## config.mk

```make
export PLATFORM = sky130hd
export DESIGN_NAME = cfg_rom_loader
export DESIGN_NICKNAME = d
export VERILOG_FILES = /design/src/rtl/cfg_ld_pkg.sv /design/src/rtl/cfg_ld_tick.sv /design/src/rtl/cfg_ld_phy.sv /design/src/rtl/cfg_ld_seq.sv /design/src/rtl/cfg_ld_regs.sv /design/src/rtl/cfg_rom_loader.sv
export SDC_FILE = /design/constraint.sdc
export NUM_CORES = 1
export LEC_CHECK = 0
export BUFFER_PORTS_ARGS = -buffer_cell sky130_fd_sc_hd__buf_2
export CORE_MARGIN = 2
export CORE_UTILIZATION = 25
export DETAILED_ROUTE_END_ITERATION = 16
export MAX_ROUTING_LAYER = met4
export PLACE_DENSITY = 0.42
export SYNTH_ARGS = -nofsm -noshare
export SYNTH_HDL_FRONTEND = slang
export SYNTH_HIERARCHICAL = 1
export SYNTH_SLANG_ARGS = --single-unit
export TNS_END_PERCENT = 10
```

## constraint.sdc

```tcl
create_clock -name clk_i -period 2.7 [get_ports clk_i]
set_clock_uncertainty 0.15 [all_clocks]
set_input_delay 0.405 -clock clk_i [delete_from_list [all_inputs] [get_ports clk_i]]
set_output_delay 0.405 -clock clk_i [all_outputs]
set_load 0.1 [all_outputs]
```

## src/rtl/cfg_ld_pkg.sv

```systemverilog
package cfg_ld_pkg;
  typedef enum logic [1:0] {SYM_START, SYM_STOP, SYM_BIT} sym_e;
  typedef enum logic [2:0] {S_START, S_TX, S_TACK, S_RX, S_MACK, S_STOP, S_DONE} seq_e;

  localparam logic [15:0] VENDOR_DEF = 16'h1438;
  localparam logic [15:0] DEVICE_DEF = 16'h9777;
  localparam logic [7:0]  SIG_LO     = 8'h55;
  localparam logic [7:0]  SIG_HI     = 8'hAA;
  localparam logic [7:0]  PM_LO_MASK = 8'hFC;
  localparam logic [7:0]  PM_HI_MASK = 8'h60;
endpackage

```

## src/rtl/cfg_ld_tick.sv

```systemverilog
module cfg_ld_tick #(
  parameter int QTR = 256
) (
  input  logic clk_i,
  input  logic rst_ni,
  input  logic en_i,
  output logic tick_o
);
  localparam int CW = (QTR > 1) ? $clog2(QTR) : 1;

  logic [CW-1:0] cnt_q;

  assign tick_o = en_i && (cnt_q == CW'(QTR - 1));

  always_ff @(posedge clk_i or negedge rst_ni) begin
    if (!rst_ni)                cnt_q <= '0;
    else if (!en_i || tick_o)   cnt_q <= '0;
    else                        cnt_q <= cnt_q + 1'b1;
  end
endmodule

```

## src/rtl/cfg_ld_phy.sv

```systemverilog
module cfg_ld_phy
  import cfg_ld_pkg::*;
#(
  parameter int QTR = 256
) (
  input  logic clk_i,
  input  logic rst_ni,
  input  logic go_i,
  input  sym_e sym_i,
  input  logic bit_i,
  input  logic sda_i,
  output logic busy_o,
  output logic fin_o,
  output logic rx_o,
  output logic scl_o,
  output logic sda_lo_o
);
  logic       active_q, tick;
  logic [1:0] phase_q;
  sym_e       sym_q;
  logic       bit_q;
  logic       pat_scl, pat_sda;

  cfg_ld_tick #(.QTR(QTR)) u_tick (
    .clk_i (clk_i),
    .rst_ni(rst_ni),
    .en_i  (active_q),
    .tick_o(tick)
  );

  // line levels per quarter: scl high, sda released
  always_comb begin
    pat_scl = 1'b1;
    pat_sda = 1'b1;
    unique case (sym_q)
      SYM_START: begin
        pat_scl = (phase_q == 2'd1) || (phase_q == 2'd2);
        pat_sda = (phase_q <= 2'd1);
      end
      SYM_STOP: begin
        pat_scl = (phase_q != 2'd0);
        pat_sda = (phase_q >= 2'd2);
      end
      default: begin
        pat_scl = (phase_q == 2'd1) || (phase_q == 2'd2);
        pat_sda = bit_q;
      end
    endcase
  end

  assign busy_o   = active_q;
  assign fin_o    = active_q && tick && (phase_q == 2'd3);
  assign scl_o    = pat_q_scl;
  assign sda_lo_o = pat_q_lo;

  logic pat_q_scl, pat_q_lo;

  always_ff @(posedge clk_i or negedge rst_ni) begin
    if (!rst_ni) begin
      active_q  <= 1'b0;
      phase_q   <= 2'd0;
      sym_q     <= SYM_STOP;
      bit_q     <= 1'b1;
      rx_o      <= 1'b1;
      pat_q_scl <= 1'b1;
      pat_q_lo  <= 1'b0;
    end else begin
      if (go_i && !active_q) begin
        active_q <= 1'b1;
        phase_q  <= 2'd0;
        sym_q    <= sym_i;
        bit_q    <= bit_i;
      end else if (active_q && tick) begin
        phase_q <= phase_q + 2'd1;
        if (phase_q == 2'd3) active_q <= 1'b0;
        if (phase_q == 2'd1 && sym_q == SYM_BIT) rx_o <= sda_i;
      end
      // hold the lines between symbols
      if (active_q) begin
        pat_q_scl <= pat_scl;
        pat_q_lo  <= !pat_sda;
      end
    end
  end
endmodule

```

## src/rtl/cfg_ld_seq.sv

```systemverilog
module cfg_ld_seq
  import cfg_ld_pkg::*;
#(
  parameter logic [6:0] DEV_ADDR  = 7'h50,
  parameter logic [7:0] WORD_ADDR = 8'h00,
  parameter int         NUM_BYTES = 32,
  localparam int        BYTE_W    = $clog2(NUM_BYTES)
) (
  input  logic              clk_i,
  input  logic              rst_ni,
  input  logic              busy_i,
  input  logic              fin_i,
  input  logic              rx_i,
  output logic              go_o,
  output sym_e              sym_o,
  output logic              bit_o,
  output logic              byte_vld_o,
  output logic [BYTE_W-1:0] byte_idx_o,
  output logic [7:0]        byte_o,
  output logic              done_o
);
  seq_e              st_q;
  logic [1:0]        stage_q;
  logic [7:0]        sh_q;
  logic [2:0]        bitc_q;
  logic [BYTE_W-1:0] bcnt_q;
  logic              last_byte;

  assign last_byte  = (bcnt_q == BYTE_W'(NUM_BYTES - 1));
  assign go_o       = (st_q != S_DONE) && !busy_i;
  assign done_o     = (st_q == S_DONE);
  assign byte_idx_o = bcnt_q;

  always_comb begin
    sym_o = SYM_BIT;
    bit_o = 1'b1;
    unique case (st_q)
      S_START: sym_o = SYM_START;
      S_STOP:  sym_o = SYM_STOP;
      S_TX:    bit_o = sh_q[7];
      S_MACK:  bit_o = last_byte;
      default: bit_o = 1'b1;
    endcase
  end

  always_ff @(posedge clk_i or negedge rst_ni) begin
    if (!rst_ni) begin
      st_q       <= S_START;
      stage_q    <= 2'd0;
      sh_q       <= '0;
      bitc_q     <= '0;
      bcnt_q     <= '0;
      byte_vld_o <= 1'b0;
      byte_o     <= '0;
    end else begin
      byte_vld_o <= 1'b0;
      if (fin_i) begin
        unique case (st_q)
          S_START: begin
            sh_q   <= {DEV_ADDR, stage_q == 2'd2};
            bitc_q <= '0;
            st_q   <= S_TX;
          end
          S_TX: begin
            sh_q   <= {sh_q[6:0], 1'b0};
            bitc_q <= bitc_q + 3'd1;
            if (bitc_q == 3'd7) st_q <= S_TACK;
          end
          S_TACK: begin
            if (rx_i) st_q <= S_STOP;   // header NACK: abort
            else begin
              unique case (stage_q)
                2'd0: begin
                  stage_q <= 2'd1;
                  sh_q    <= WORD_ADDR;
                  bitc_q  <= '0;
                  st_q    <= S_TX;
                end
                2'd1: begin
                  stage_q <= 2'd2;
                  st_q    <= S_START;
                end
                default: begin
                  bitc_q <= '0;
                  bcnt_q <= '0;
                  st_q   <= S_RX;
                end
              endcase
            end
          end
          S_RX: begin
            sh_q   <= {sh_q[6:0], rx_i};
            bitc_q <= bitc_q + 3'd1;
            if (bitc_q == 3'd7) begin
              byte_vld_o <= 1'b1;
              byte_o     <= {sh_q[6:0], rx_i};
              st_q       <= S_MACK;
            end
          end
          S_MACK: begin
            if (last_byte) st_q <= S_STOP;
            else begin
              bcnt_q <= bcnt_q + 1'b1;
              bitc_q <= '0;
              st_q   <= S_RX;
            end
          end
          S_STOP:  st_q <= S_DONE;
          default: st_q <= S_DONE;
        endcase
      end
    end
  end
endmodule

```

## src/rtl/cfg_ld_regs.sv

```systemverilog
module cfg_ld_regs
  import cfg_ld_pkg::*;
#(
  parameter int BYTE_W = 5
) (
  input  logic              clk_i,
  input  logic              rst_ni,
  input  logic              vld_i,
  input  logic [BYTE_W-1:0] idx_i,
  input  logic [7:0]        data_i,
  output logic [15:0]       vendor_id_o,
  output logic [15:0]       device_id_o,
  output logic [15:0]       subsys_vendor_o,
  output logic [15:0]       subsys_id_o,
  output logic [7:0]        cap_id_o,
  output logic [7:0]        cap_next_o,
  output logic [7:0]        pm_ctl_lo_o,
  output logic [7:0]        pm_ctl_hi_o
);
  logic       sig_lo_q, sig_hi_q;
  logic [7:0] idx8;

  assign idx8 = 8'(idx_i);

  // signature bytes arrive first, so later bytes are gated in place
  always_ff @(posedge clk_i or negedge rst_ni) begin
    if (!rst_ni) begin
      sig_lo_q        <= 1'b0;
      sig_hi_q        <= 1'b0;
      vendor_id_o     <= VENDOR_DEF;
      device_id_o     <= DEVICE_DEF;
      subsys_vendor_o <= '0;
      subsys_id_o     <= '0;
      cap_id_o        <= '0;
      cap_next_o      <= '0;
      pm_ctl_lo_o     <= '0;
      pm_ctl_hi_o     <= '0;
    end else if (vld_i) begin
      if (idx8 == 8'h00) sig_lo_q <= (data_i == SIG_LO);
      if (idx8 == 8'h01) sig_hi_q <= (data_i == SIG_HI);
      if (sig_lo_q && sig_hi_q) begin
        unique case (idx8)
          8'h02: vendor_id_o[7:0]      <= data_i;
          8'h03: vendor_id_o[15:8]     <= data_i;
          8'h04: device_id_o[7:0]      <= data_i;
          8'h05: device_id_o[15:8]     <= data_i;
          8'h06: subsys_vendor_o[7:0]  <= data_i;
          8'h07: subsys_vendor_o[15:8] <= data_i;
          8'h08: subsys_id_o[7:0]      <= data_i;
          8'h09: subsys_id_o[15:8]     <= data_i;
          8'h0A: cap_id_o              <= data_i;
          8'h0B: cap_next_o            <= data_i;
          8'h0E: pm_ctl_lo_o           <= data_i & PM_LO_MASK;
          8'h0F: pm_ctl_hi_o           <= data_i & PM_HI_MASK;
          default: ;
        endcase
      end
    end
  end
endmodule

```

## src/rtl/cfg_rom_loader.sv

```systemverilog
module cfg_rom_loader
  import cfg_ld_pkg::*;
#(
  parameter int         CLK_DIV   = 1024,
  parameter int         NUM_BYTES = 32,
  parameter logic [6:0] DEV_ADDR  = 7'h50,
  parameter logic [7:0] WORD_ADDR = 8'h00
) (
  input  logic        clk_i,
  input  logic        rst_ni,
  input  logic        sda_i,
  input  logic        host_wr_i,
  input  logic        host_sda_i,
  input  logic        host_scl_i,
  output logic        scl_o,
  output logic        sda_oe_o,
  output logic [15:0] vendor_id_o,
  output logic [15:0] device_id_o,
  output logic [15:0] subsys_vendor_o,
  output logic [15:0] subsys_id_o,
  output logic [7:0]  cap_id_o,
  output logic [7:0]  cap_next_o,
  output logic [7:0]  pm_ctl_lo_o,
  output logic [7:0]  pm_ctl_hi_o,
  output logic        done_o
);
  localparam int QTR    = CLK_DIV / 4;
  localparam int BYTE_W = $clog2(NUM_BYTES);

  logic              go, busy, fin, rx, bit_v;
  sym_e              sym;
  logic              phy_scl, phy_sda_lo;
  logic              byte_vld;
  logic [BYTE_W-1:0] byte_idx;
  logic [7:0]        byte_d;
  logic              host_own_q, host_scl_q, host_sda_q;

  cfg_ld_phy #(.QTR(QTR)) u_phy (
    .clk_i   (clk_i),
    .rst_ni  (rst_ni),
    .go_i    (go),
    .sym_i   (sym),
    .bit_i   (bit_v),
    .sda_i   (sda_i),
    .busy_o  (busy),
    .fin_o   (fin),
    .rx_o    (rx),
    .scl_o   (phy_scl),
    .sda_lo_o(phy_sda_lo)
  );

  cfg_ld_seq #(
    .DEV_ADDR (DEV_ADDR),
    .WORD_ADDR(WORD_ADDR),
    .NUM_BYTES(NUM_BYTES)
  ) u_seq (
    .clk_i     (clk_i),
    .rst_ni    (rst_ni),
    .busy_i    (busy),
    .fin_i     (fin),
    .rx_i      (rx),
    .go_o      (go),
    .sym_o     (sym),
    .bit_o     (bit_v),
    .byte_vld_o(byte_vld),
    .byte_idx_o(byte_idx),
    .byte_o    (byte_d),
    .done_o    (done_o)
  );

  cfg_ld_regs #(.BYTE_W(BYTE_W)) u_regs (
    .clk_i          (clk_i),
    .rst_ni         (rst_ni),
    .vld_i          (byte_vld),
    .idx_i          (byte_idx),
    .data_i         (byte_d),
    .vendor_id_o    (vendor_id_o),
    .device_id_o    (device_id_o),
    .subsys_vendor_o(subsys_vendor_o),
    .subsys_id_o    (subsys_id_o),
    .cap_id_o       (cap_id_o),
    .cap_next_o     (cap_next_o),
    .pm_ctl_lo_o    (pm_ctl_lo_o),
    .pm_ctl_hi_o    (pm_ctl_hi_o)
  );

  // host pin override, accepted only after the load
  always_ff @(posedge clk_i or negedge rst_ni) begin
    if (!rst_ni) begin
      host_own_q <= 1'b0;
      host_scl_q <= 1'b1;
      host_sda_q <= 1'b1;
    end else if (host_wr_i && done_o) begin
      host_own_q <= 1'b1;
      host_scl_q <= host_scl_i;
      host_sda_q <= host_sda_i;
    end
  end

  assign scl_o    = host_own_q ? host_scl_q : phy_scl;
  assign sda_oe_o = host_own_q ? !host_sda_q : phy_sda_lo;
endmodule

```

==> impl_summary.log <==
[metrics] Routed WL per cell: between 15 and 20 µm
[metrics] commonest register cell after synthesis: sky130_fd_sc_hd__dfrtp_1
[metrics] Synth top area share: between 40 and 50%
[metrics] largest net degree at the start of global routing: just under 70
[metrics] power consumption: between 4 and 5 mW
[metrics] GRT overflow: 0
[metrics] clock-pin slew on the worst setup and hold paths: approximately 0.060 ns
[metrics] number of post-CTS setup repair buffers: 0
[metrics] number of enable-type register cells in the synthesized netlist: 0
[metrics] top cells by area, synth: sky130_fd_sc_hd__dfrtp_1 48%, sky130_fd_sc_hd__mux2_2 18%, sky130_fd_sc_hd__dfstp_2 9.4%
[metrics] global-route wire length before repair: roughly 23000 µm
[metrics] DIE AREA: around 26000 µm²
[metrics] crit path capture type: output pin
[metrics] fraction of layout cells with a size suffix above 1: about 47%
[metrics] transition time at the pin with the least slew margin: around 0.67 ns
[metrics] quantity of I/O buffers inserted on ports: 96
[metrics] maximum fanout encountered on the critical timing path: 12
[metrics] x dimension of the die: between 150 and 200 µm
[metrics] worst setup slack after layout: 0.2037 ns
[metrics] number of sinks on the clock net: between 100 and 150
[metrics] H-tree lvl count: 4
[metrics] leakage power figure: 3.809 nW
[metrics] P per Cell Area: roughly 600 nW/µm²
[metrics] number of distinct standard cells referenced by the synthesized netlist: 60
[metrics] initial detailed-routing violation count: 217
[metrics] Top Ports: 105
[metrics] max-slew violation count: 0
[metrics] count of maximum capacitance violations: 0
[metrics] initial cell density of the core: between 20% and 30%
[metrics] critical path data required time: about 2.1 ns
[metrics] worst-case clock buffer depth: 2
[metrics] Worst EP arrival: slightly below 2 ns
[metrics] Yosys reg bits: 140
[metrics] worst setup timing slack at the placement stage: between 0.2 and 0.25 ns
[metrics] commonest non-fill, non-tap cells in the layout: 118 x sky130_fd_sc_hd__dfrtp_1, 101 x sky130_fd_sc_hd__mux2_2, 94 x sky130_fd_sc_hd__buf_2
[metrics] core region area: between 20000 and 25000 µm²
[metrics] portion of the clock cycle consumed by the worst path in the final layout: 92.46%
[metrics] Total Routing Usage GR: roughly an eighth
[metrics] worst-skew pair later-pin latency: around 0.42 ns
[metrics] unrepaired setup endpoints after global routing: no
[metrics] count of warnings emitted by yosys: 6
[metrics] number of diodes: 0
[metrics] fraction of the yosys area taken by sequential cells: 57.26%
[metrics] Crit Path Class: reg2out
[metrics] per-instance average area after synthesis: 12.93 µm²
[metrics] Detail Placement HPWL: between 9000 and 10000 µm
[metrics] signed area change from the synthesized netlist to the final layout: 23.46%
[metrics] weighted congestion reported at the end of routability-driven placement: approximately 0.79
[metrics] number of DRC violations after detailed routing: 0
[metrics] die height: 161.0 µm
[metrics] CTS tree: yes
[metrics] Worst VDD drop: 0.0003390 V
[metrics] Final setup viols: 0
[metrics] post-synthesis cell area: ~6200 µm²
[metrics] routed vias: between 4k and 5k
[metrics] async set or reset register ratio after synthesis: 100.0%
[metrics] count of mapped cells out of synthesis: ~480
[metrics] share of the core filled with cells: approximately a third
[metrics] final worst path period need: roughly 2.5 ns
[metrics] worst-case headroom to the max-slew limit: between 50% and 60%
[metrics] Hold Crit Class: in2reg
[metrics] total detailed-routing wirelength: between 10000 and 15000 µm
[metrics] most area-hungry cell type in the Yosys netlist: sky130_fd_sc_hd__dfrtp_1
[metrics] Cell Rows: between 50 and 60
[metrics] final-stage net count: roughly 600
[metrics] run status: finished, final reports clean
[metrics] antenna-violating nets left: 0
[metrics] fmax: 0.4006 GHz
[metrics] worst hold slack: 0.07024 ns
[metrics] number of hold-slack violations in the final timing report: 0
[metrics] clock tree root buffer cell: sky130_fd_sc_hd__clkbuf_16
[metrics] router iterations before antenna repair: 4
[metrics] crit path launch type: register
[metrics] via-per-instance ratio: 4.404
[metrics] most common cell after layout, fill and taps aside: sky130_fd_sc_hd__dfrtp_1
[metrics] number of buffers created by CTS: 17
[metrics] via count of the first global-routing pass: 4115
[metrics] final sum of negative setup slack: 0 ns
[metrics] antenna violations before repair: 0
[metal layers]
layer	vias to the layer above	routed length [µm]	global-route usage, %
met5	-	0	-
met4	0	148	2.922
met3	10	654	3.005
met2	100	6729	18.59
met1	2043	6860	15.15
li1	1899	-	-
[power breakdown]
group	switching (mW)	leakage [nW]	internal [mW]	total [mW]
Sequential	0	1.86	2.10	2.10
Clock	0.993	0.274	1.30	2.30
Combinational	0.0900	1.67	0.00926	0.0993
Total	1.08	3.81	3.41	4.49
[flip-flops by register name, indices dropped and copies added, names as in the netlist, 2 cells and up]
signal                  count
u_regs/device_id_o         16
u_regs/subsys_id_o         16
u_regs/subsys_vendor_o     16
u_regs/vendor_id_o         16
u_phy/u_tick/cnt_q          8
u_regs/cap_id_o             8
u_regs/cap_next_o           8
u_seq/byte_o                8
u_seq/sh_q                  8
u_regs/pm_ctl_lo_o          6
u_seq/byte_idx_o            5
u_seq/bitc_q                3
u_seq/st_q                  3
u_phy/phase_q               2
u_phy/sym_q                 2
u_regs/pm_ctl_hi_o          2
u_seq/stage_q               2
[cell families after synthesis]
family | count (synthesis) | synth area share [%]
XOR/XNOR | 4 | 0.5683
adder cells (fa/ha/maj) | 9 | 1.826
other | 1 | 0.06082
buffers and inverters | 42 | 3.450
flip-flops | 140 | 57.26
AND/OR/NAND/NOR | 122 | 11.59
multiplexers | 108 | 19.74
AO/OA/AOI/OAI | 51 | 5.500
[repair_timing]
action                                 in CTS  in global routing
hold buffers                                1                  0
endpoints found under the hold margin      48                  0
resized for setup                           0                  1
setup endpoints to repair                   0                  1
[final cells by class]
type	instances	area, µm²
Tap cell	324	405.4
Clock buffer	18	429.2
Multi-Input combinational cell	302	2449
Clock inverter	14	147.6
Sequential cell	140	3531
Inverter	13	48.80
Fill cell	2464	16640
Timing Repair Buffer	109	601.8
[synthesized netlist by cell type, types with 8 or more instances]
cell type / n
sky130_fd_sc_hd__a21oi_1: 10
sky130_fd_sc_hd__inv_1: 13
sky130_fd_sc_hd__o21ai_0: 14
sky130_fd_sc_hd__dfstp_2: 22
sky130_fd_sc_hd__ha_1: 9
sky130_fd_sc_hd__mux2_2: 101
sky130_fd_sc_hd__nand3_1: 8
sky130_fd_sc_hd__buf_4: 9
sky130_fd_sc_hd__nand2_1: 40
sky130_fd_sc_hd__clkbuf_1: 13
sky130_fd_sc_hd__nor2_1: 18
sky130_fd_sc_hd__dfrtp_1: 118
[worst max-delay path, cell delays in order (launching register included)]
cell and delay [ns]:
sky130_fd_sc_hd__dfrtp_1 0.56, sky130_fd_sc_hd__nor2b_1 0.31, sky130_fd_sc_hd__and2_1 0.28, sky130_fd_sc_hd__clkbuf_4 0.38
[through the flow]
step	area (µm²)	std cells
5_1_grt	7612	920
2_1_floorplan	6192	484
3_3_place_gp	7023	887
3_5_place_dp	7023	887
4_1_cts	7610	920
6_report	7612	920
[final timing paths]
| kind | end | slack (ns) | startpoint | depth (start not counted) |
|---|---|---|---|---|
| min in group asynchronous | u_regs/subsys_vendor_o[5]$_DFFE_PN0P_ | 0.40 | rst_ni | 2 |
| max in group asynchronous | u_regs/vendor_id_o[12]$_DFFE_PN1P_ | 1.24 | rst_ni | 3 |
| worst max-delay path | done_o | 0.20 | u_seq/st_q[1]$_DFFE_PN0P_ | 3 |
| worst min register to register | u_phy/scl_o$_DFFE_PN1P_ | 0.34 | u_phy/scl_o$_DFFE_PN1P_ | 2 |
| worst max register to register | u_seq/byte_idx_o[2]$_DFFE_PN0P_ | 0.22 | u_phy/u_tick/cnt_q[0]$_DFF_PN0_ | 7 |
| worst min-delay path | host_sda_q$_DFFE_PN1P_ | 0.07 | host_sda_i | 2 |
(Power assumes the default switching activity.)
